**config.mk**
```make
export PLATFORM = sky130hd
export DESIGN_NAME = pmux_port
export DESIGN_NICKNAME = d
export VERILOG_FILES = /design/src/rtl/pmux_pkg.sv /design/src/rtl/pmux_regs.sv /design/src/rtl/pmux_sync.sv /design/src/rtl/pmux_pin.sv /design/src/rtl/pmux_port.sv
export SDC_FILE = /design/constraint.sdc
export NUM_CORES = 1
export LEC_CHECK = 0
export ABC_CLOCK_PERIOD_IN_PS = 1450
export BUFFER_PORTS_ARGS = -buffer_cell sky130_fd_sc_hd__buf_4
export CAP_MARGIN = 10
export CORE_MARGIN = 2
export CORE_UTILIZATION = 40
export CTS_CLUSTER_SIZE = 8
export DETAILED_ROUTE_END_ITERATION = 7
export GPL_TIMING_DRIVEN = 0
export PLACE_DENSITY = 0.81
export SYNTH_ARGS = -nofsm -noshare
export SYNTH_HDL_FRONTEND = slang
export SYNTH_SLANG_ARGS = --single-unit
```
**constraint.sdc**
```tcl
create_clock -name clk -period 1.45 [get_ports clk]
set_input_delay 0.29 -clock clk [delete_from_list [all_inputs] [get_ports clk]]
set_output_delay 0.29 -clock clk [all_outputs]
set_load 0.02 [all_outputs]
```
**src/rtl/pmux_pkg.sv**
```systemverilog
package pmux_pkg;

  localparam int WORD_W    = 32;
  localparam int FIRST_POS = 14;
  localparam int NPIN      = WORD_W - FIRST_POS;

  typedef enum logic [1:0] {
    MODE_GPIO_IN  = 2'd0,
    MODE_GPIO_OUT = 2'd1,
    MODE_PF0      = 2'd2,
    MODE_PF1      = 2'd3
  } pin_mode_e;

  // Big-endian position FIRST_POS+i lives at LSB-0 bit WORD_W-1-(FIRST_POS+i).
  function automatic logic [NPIN-1:0] word_to_pins(input logic [WORD_W-1:0] w);
    logic [NPIN-1:0] p;
    for (int i = 0; i < NPIN; i++) begin
      p[i] = w[WORD_W-1-FIRST_POS-i];
    end
    return p;
  endfunction

  function automatic logic [WORD_W-1:0] pins_to_word(input logic [NPIN-1:0] p);
    logic [WORD_W-1:0] w;
    w = '0;
    for (int i = 0; i < NPIN; i++) begin
      w[WORD_W-1-FIRST_POS-i] = p[i];
    end
    return w;
  endfunction

  function automatic pin_mode_e pin_mode(input logic dedicated, input logic dir);
    pin_mode_e m;
    case ({dedicated, dir})
      2'b00:   m = MODE_GPIO_IN;
      2'b01:   m = MODE_GPIO_OUT;
      2'b10:   m = MODE_PF0;
      default: m = MODE_PF1;
    endcase
    return m;
  endfunction

endpackage

```
**src/rtl/pmux_regs.sv**
```systemverilog
module pmux_regs
  import pmux_pkg::*;
#(
  parameter int          ADDR_W   = 4,
  parameter logic [ADDR_W-1:0] DIR_ADDR = 6
) (
  input  logic              clk,
  input  logic              hard_rst_n,
  input  logic              bus_we,
  input  logic [ADDR_W-1:0] bus_addr,
  input  logic [WORD_W-1:0] bus_wdata,
  output logic [WORD_W-1:0] bus_rdata,
  output logic [NPIN-1:0]   dir_q,
  output logic [NPIN-1:0]   par_q,
  output logic              dir_wr,
  output logic              par_wr
);

  localparam logic [ADDR_W-1:0] PAR_ADDR = DIR_ADDR + 1'b1;

  logic [NPIN-1:0] wr_pins;

  assign dir_wr  = bus_we && (bus_addr == DIR_ADDR);
  assign par_wr  = bus_we && (bus_addr == PAR_ADDR);
  assign wr_pins = word_to_pins(bus_wdata);

  // Soft reset is deliberately not an input: configuration survives it.
  always_ff @(posedge clk) begin
    if (!hard_rst_n) begin
      dir_q <= '0;
      par_q <= '0;
    end else begin
      if (dir_wr) dir_q <= wr_pins;
      if (par_wr) par_q <= wr_pins;
    end
  end

  always_comb begin
    if (bus_addr == DIR_ADDR)      bus_rdata = pins_to_word(dir_q);
    else if (bus_addr == PAR_ADDR) bus_rdata = pins_to_word(par_q);
    else                           bus_rdata = '0;
  end

endmodule

```
**src/rtl/pmux_sync.sv**
```systemverilog
module pmux_sync #(
  parameter int W      = 18,
  parameter int STAGES = 2
) (
  input  logic         clk,
  input  logic         hard_rst_n,
  input  logic         soft_rst_n,
  input  logic [W-1:0] d,
  output logic [W-1:0] q
);

  logic [W-1:0] stage [STAGES+1];

  assign stage[0] = d;

  for (genvar s = 0; s < STAGES; s++) begin : g_stage
    always_ff @(posedge clk) begin
      if (!hard_rst_n || !soft_rst_n) stage[s+1] <= '0;
      else                            stage[s+1] <= stage[s];
    end
  end

  assign q = stage[STAGES];

endmodule

```
**src/rtl/pmux_pin.sv**
```systemverilog
module pmux_pin
  import pmux_pkg::*;
(
  input  logic dedicated,
  input  logic dir_eff,
  input  logic gpio_out,
  input  logic sync_in,
  input  logic pad_in,
  input  logic f0_out,
  input  logic f0_oe,
  input  logic f1_out,
  input  logic f1_oe,
  output logic pad_out,
  output logic pad_oe,
  output logic gpio_in,
  output logic f0_in,
  output logic f1_in
);

  pin_mode_e mode;

  assign mode = pin_mode(dedicated, dir_eff);

  always_comb begin
    pad_out = 1'b0;
    pad_oe  = 1'b0;
    gpio_in = 1'b0;
    f0_in   = 1'b0;
    f1_in   = 1'b0;
    case (mode)
      MODE_GPIO_IN:  gpio_in = sync_in;
      MODE_GPIO_OUT: begin
        pad_out = gpio_out;
        pad_oe  = 1'b1;
      end
      MODE_PF0: begin
        pad_out = f0_out;
        pad_oe  = f0_oe;
        f0_in   = pad_in;
      end
      default: begin
        pad_out = f1_out;
        pad_oe  = f1_oe;
        f1_in   = pad_in;
      end
    endcase
  end

endmodule

```
**src/rtl/pmux_port.sv**
```systemverilog
module pmux_port
  import pmux_pkg::*;
#(
  parameter int                ADDR_W     = 4,
  parameter logic [ADDR_W-1:0] DIR_ADDR   = 6,
  parameter int                CLAIM_PINS = 2,
  parameter int                SYNC_STAGES = 2
) (
  input  logic              clk,
  input  logic              hard_rst_n,
  input  logic              soft_rst_n,
  input  logic              pic_claim,
  input  logic              bus_we,
  input  logic [ADDR_W-1:0] bus_addr,
  input  logic [WORD_W-1:0] bus_wdata,
  output logic [WORD_W-1:0] bus_rdata,
  input  logic [NPIN-1:0]   gpio_dout,
  output logic [NPIN-1:0]   gpio_din,
  input  logic [NPIN-1:0]   pf0_out,
  input  logic [NPIN-1:0]   pf0_oe,
  output logic [NPIN-1:0]   pf0_in,
  input  logic [NPIN-1:0]   pf1_out,
  input  logic [NPIN-1:0]   pf1_oe,
  output logic [NPIN-1:0]   pf1_in,
  input  logic [NPIN-1:0]   pad_in,
  output logic [NPIN-1:0]   pad_out,
  output logic [NPIN-1:0]   pad_oe
);

  // Named internal events, visible to the bound checker.
  logic [NPIN-1:0] dir_q;
  logic [NPIN-1:0] par_q;
  logic [NPIN-1:0] dir_eff;
  logic [NPIN-1:0] sync_q;
  logic            dir_wr;
  logic            par_wr;

  pmux_regs #(
    .ADDR_W   (ADDR_W),
    .DIR_ADDR (DIR_ADDR)
  ) u_regs (
    .clk        (clk),
    .hard_rst_n (hard_rst_n),
    .bus_we     (bus_we),
    .bus_addr   (bus_addr),
    .bus_wdata  (bus_wdata),
    .bus_rdata  (bus_rdata),
    .dir_q      (dir_q),
    .par_q      (par_q),
    .dir_wr     (dir_wr),
    .par_wr     (par_wr)
  );

  pmux_sync #(
    .W      (NPIN),
    .STAGES (SYNC_STAGES)
  ) u_sync (
    .clk        (clk),
    .hard_rst_n (hard_rst_n),
    .soft_rst_n (soft_rst_n),
    .d          (pad_in),
    .q          (sync_q)
  );

  for (genvar i = 0; i < NPIN; i++) begin : g_pin
    if (i < CLAIM_PINS) begin : g_claimable
      assign dir_eff[i] = dir_q[i] & ~pic_claim;
    end else begin : g_plain
      assign dir_eff[i] = dir_q[i];
    end

    pmux_pin u_pin (
      .dedicated (par_q[i]),
      .dir_eff   (dir_eff[i]),
      .gpio_out  (gpio_dout[i]),
      .sync_in   (sync_q[i]),
      .pad_in    (pad_in[i]),
      .f0_out    (pf0_out[i]),
      .f0_oe     (pf0_oe[i]),
      .f1_out    (pf1_out[i]),
      .f1_oe     (pf1_oe[i]),
      .pad_out   (pad_out[i]),
      .pad_oe    (pad_oe[i]),
      .gpio_in   (gpio_din[i]),
      .f0_in     (pf0_in[i]),
      .f1_in     (pf1_in[i])
    );
  end

endmodule

```
==> reports/metrics.yaml <==
outcome: "finished with violations"
failed_checks: "negative setup slack"
hold_path_class: "input pin to register"
rsz0062_at_grt: "yes"
cts_hold_buf: 0
syn_avg_cell_area_um2: 7.91
cts_tree: "done"
ios: 271
fin_nets: 916
clk_pin_slew_worst_paths_ps: 60
numClockSinks: 72
synth_common_cells: "nand2_1, buf_4, dfxtp_1, and3_1, clkbuf_1"
drtIter0Drc: 168
synth_area_leaders: "dfxtp_1, buf_4, mux2i_1"
drive_gt1_share_pct: 64.5
crit_path_end: "pad_out[1]"
hpwlAfterDp_um: 10200
finalSetupViolCount: 63
worstRegToRegCells: 4
synth_edf_count: 0
peakVddDrop_mv: 0.574
num_rows: 39
fp.dieW_um: 111
crit_path_frequent_cell: "mux2i_1"
synth_most_common_cell: "nand2_1"
grt_pass1_wl_um: 23800
path_class: "register to primary output"
async_flop_share_pct: 0
dp.cells: 975
coreArea_um2: 11300
place_congestion: 0.764
synth_top_cell_by_area: "dfxtp_1"
drv_slew: 0
synthesis.instances: 578
htreeDepth: 3
die_h_um: 111
final_cells: 916
leakage_nw: 3.91
yosysUniqueCellTypes: 22
critPathLaunchType: "register"
io_buffers: 241
intPower_w: 0.00421
synth_area_um2: 4570
placed_cell_area_um2: 6610
switching_share_pct: 22.1
remaining_drc_errors: 0
fin_util_pct: 69.6
clock.fmax_ghz: 0.600
drt_wl_total_um: 15500
start_util_pct: 40.6
cp.arrival_ps: 1380
power_density_nw_per_um2: 690
max_slew_margin_pct: 51.0
root_buffer: "clkbuf_16"
period_share_pct: 115
power_switching_w: 0.00120
required_ps: 1160
tightest_slew_ps: 735
ys.flop_type: "dfxtp_1"
m1WireLength_um: 6300
fin_area_um2: 7840
ys_ff_latch: 72
grt_start_max_net_pins: 13
cp-end-kind: "primary output"
via_per_inst: 4.96
reg2reg_setup_slack_ps: 490
maxCapViolations: 0
grt_usage_pct: 24.1
p_comb_share_pct: 15.1
cpMaxStageDelayCell: "dfxtp_2"
clock_latency_ps: 320
gr-total-overflow: 0
wl_per_cell_um: 16.9
cts_buffer_depth: 2
cts_buffers: 9
seqPwrFrac_pct: 37.2
fin_crit_ps: 1670
route.met2.wl_um: 7960
worstHoldPathCells: 2
ys_seq_area_share_pct: 31.5
antenna_found_initial: 1
met3WireLength_um: 889
path_cells: "nor2b_1, buf_4, mux2i_1, mux2i_1, buf_6"
dp_slack_ps: -368
grt_pass1_vias: 4508
hold_viol_final: 0
yosys_warnings: 0
r2r_start: "u_regs.par_q[3]"
pwr-share-clk_pct: 47.6
areaGrowthSynthToFinish_pct: 71.5
top_layer: "met4"
setup_ws_ps: -217
startpoint: "u_regs.dir_q[1]"
cp_max_fo: 6
ant_nets: 0
synth_top_area_share_pct: 31.5
finalClockSkew_ps: 3.33
timing.rr.end: "u_regs.par_q[3]"
dieArea_um2: 12300
cpPeakStageDelay_ps: 330
routed-via-count: 4540
first_pass_iters: 4
==> state kept, by name, indices dropped and copies added, names as in the netlist <==
signal,cells
u_regs.dir_q,18
u_regs.par_q,18
u_sync.q,18
u_sync.stage,18
==> layout make-up <==
class | instances | area [um^2]
clock buffers | 11 | 253
diodes | 1 | 2.50
flip-flops and latches | 72 | 1550
well taps | 143 | 179
fillers | 892 | 3430
plain buffers | 40 | 300
multi-input cells | 342 | 2690
inverters | 18 | 67.6
repair buffers | 284 | 2700
clock inverters | 5 | 103
==> metrics by stage <==
step	total power (W)	hold WS [ps]	setup TNS, ps
2_1_floorplan	0.00240	436	0
3_3_place_gp	0.00280	445	-7500
3_5_place_dp	0.00281	451	-7960
4_1_cts	0.00544	200	-5290
5_1_grt	0.00559	205	-7770
6_report	0.00541	212	-4640
==> how the worst min path moves through the flow <==
stage,start,end,slack [ps]
6_report,pad_in[1],u_sync.stage[19],210
5_1_grt,pad_in[1],u_sync.stage[19],210
4_1_cts,pad_in[1],u_sync.stage[19],200
3_5_place_dp,u_sync.stage[29],u_sync.q[11],450
3_3_place_gp,u_sync.stage[32],u_sync.q[14],450
2_1_floorplan,pad_in[0],u_sync.stage[18],440
==> power groups by stage <==
stage / logic, W / clock network, W / registers (W)
2_1_floorplan: 0.000332 / 0 / 0.00207
5_1_grt: 0.000875 / 0.00270 / 0.00202
6_report: 0.000819 / 0.00258 / 0.00201
3_3_place_gp: 0.000731 / 0 / 0.00207
4_1_cts: 0.000793 / 0.00262 / 0.00202
3_5_place_dp: 0.000743 / 0 / 0.00207
==> critical path: cells and delay by family (launching register included) <==
family / cells / cell delay, ps
buf+inv: 2 / 300
flops: 1 / 330
mux: 2 / 290
simple gates: 1 / 130
==> metal layers <==
layer | up-vias | global-route usage [%]
met5 | - | 0
met4 | 0 | 7.17
met3 | 23 | 5.69
met2 | 178 | 42.7
met1 | 2154 | 28.9
li1 | 2185 | -
==> repair_timing <==
item                                    4_1_cts  5_1_grt
pin swaps                                    47       27
endpoints found under the setup margin      108       93
gates resized for setup                     303       83
gates cloned                                  1        0
buffers inserted                             36        6
==> logic make-up (layout without fill, tap and decap cells) <==
kind of cell | count (synthesis) | after routing | share of synthesized area (%)
other | 1 | 15 | 0.0820
DFF | 72 | 72 | 31.5
muxes | 56 | 56 | 12.7
AOI/OAI and AO/OA | 70 | 70 | 9.63
buffers and inverters | 177 | 358 | 23.9
and+or+nand+nor | 202 | 202 | 22.2
==> cells in the final DEF, fill, tap and decap left out, drive strengths merged, types with 23 or more instances in the layout <==
cell type | netlist | routed
mux2i | 40 | 40
nand2 | 108 | 108
and3 | 54 | 54
clkbuf | 48 | 23
dfxtp | 72 | 72
buf | 111 | 312
No activity file was read; power rests on OpenSTA's default activity.
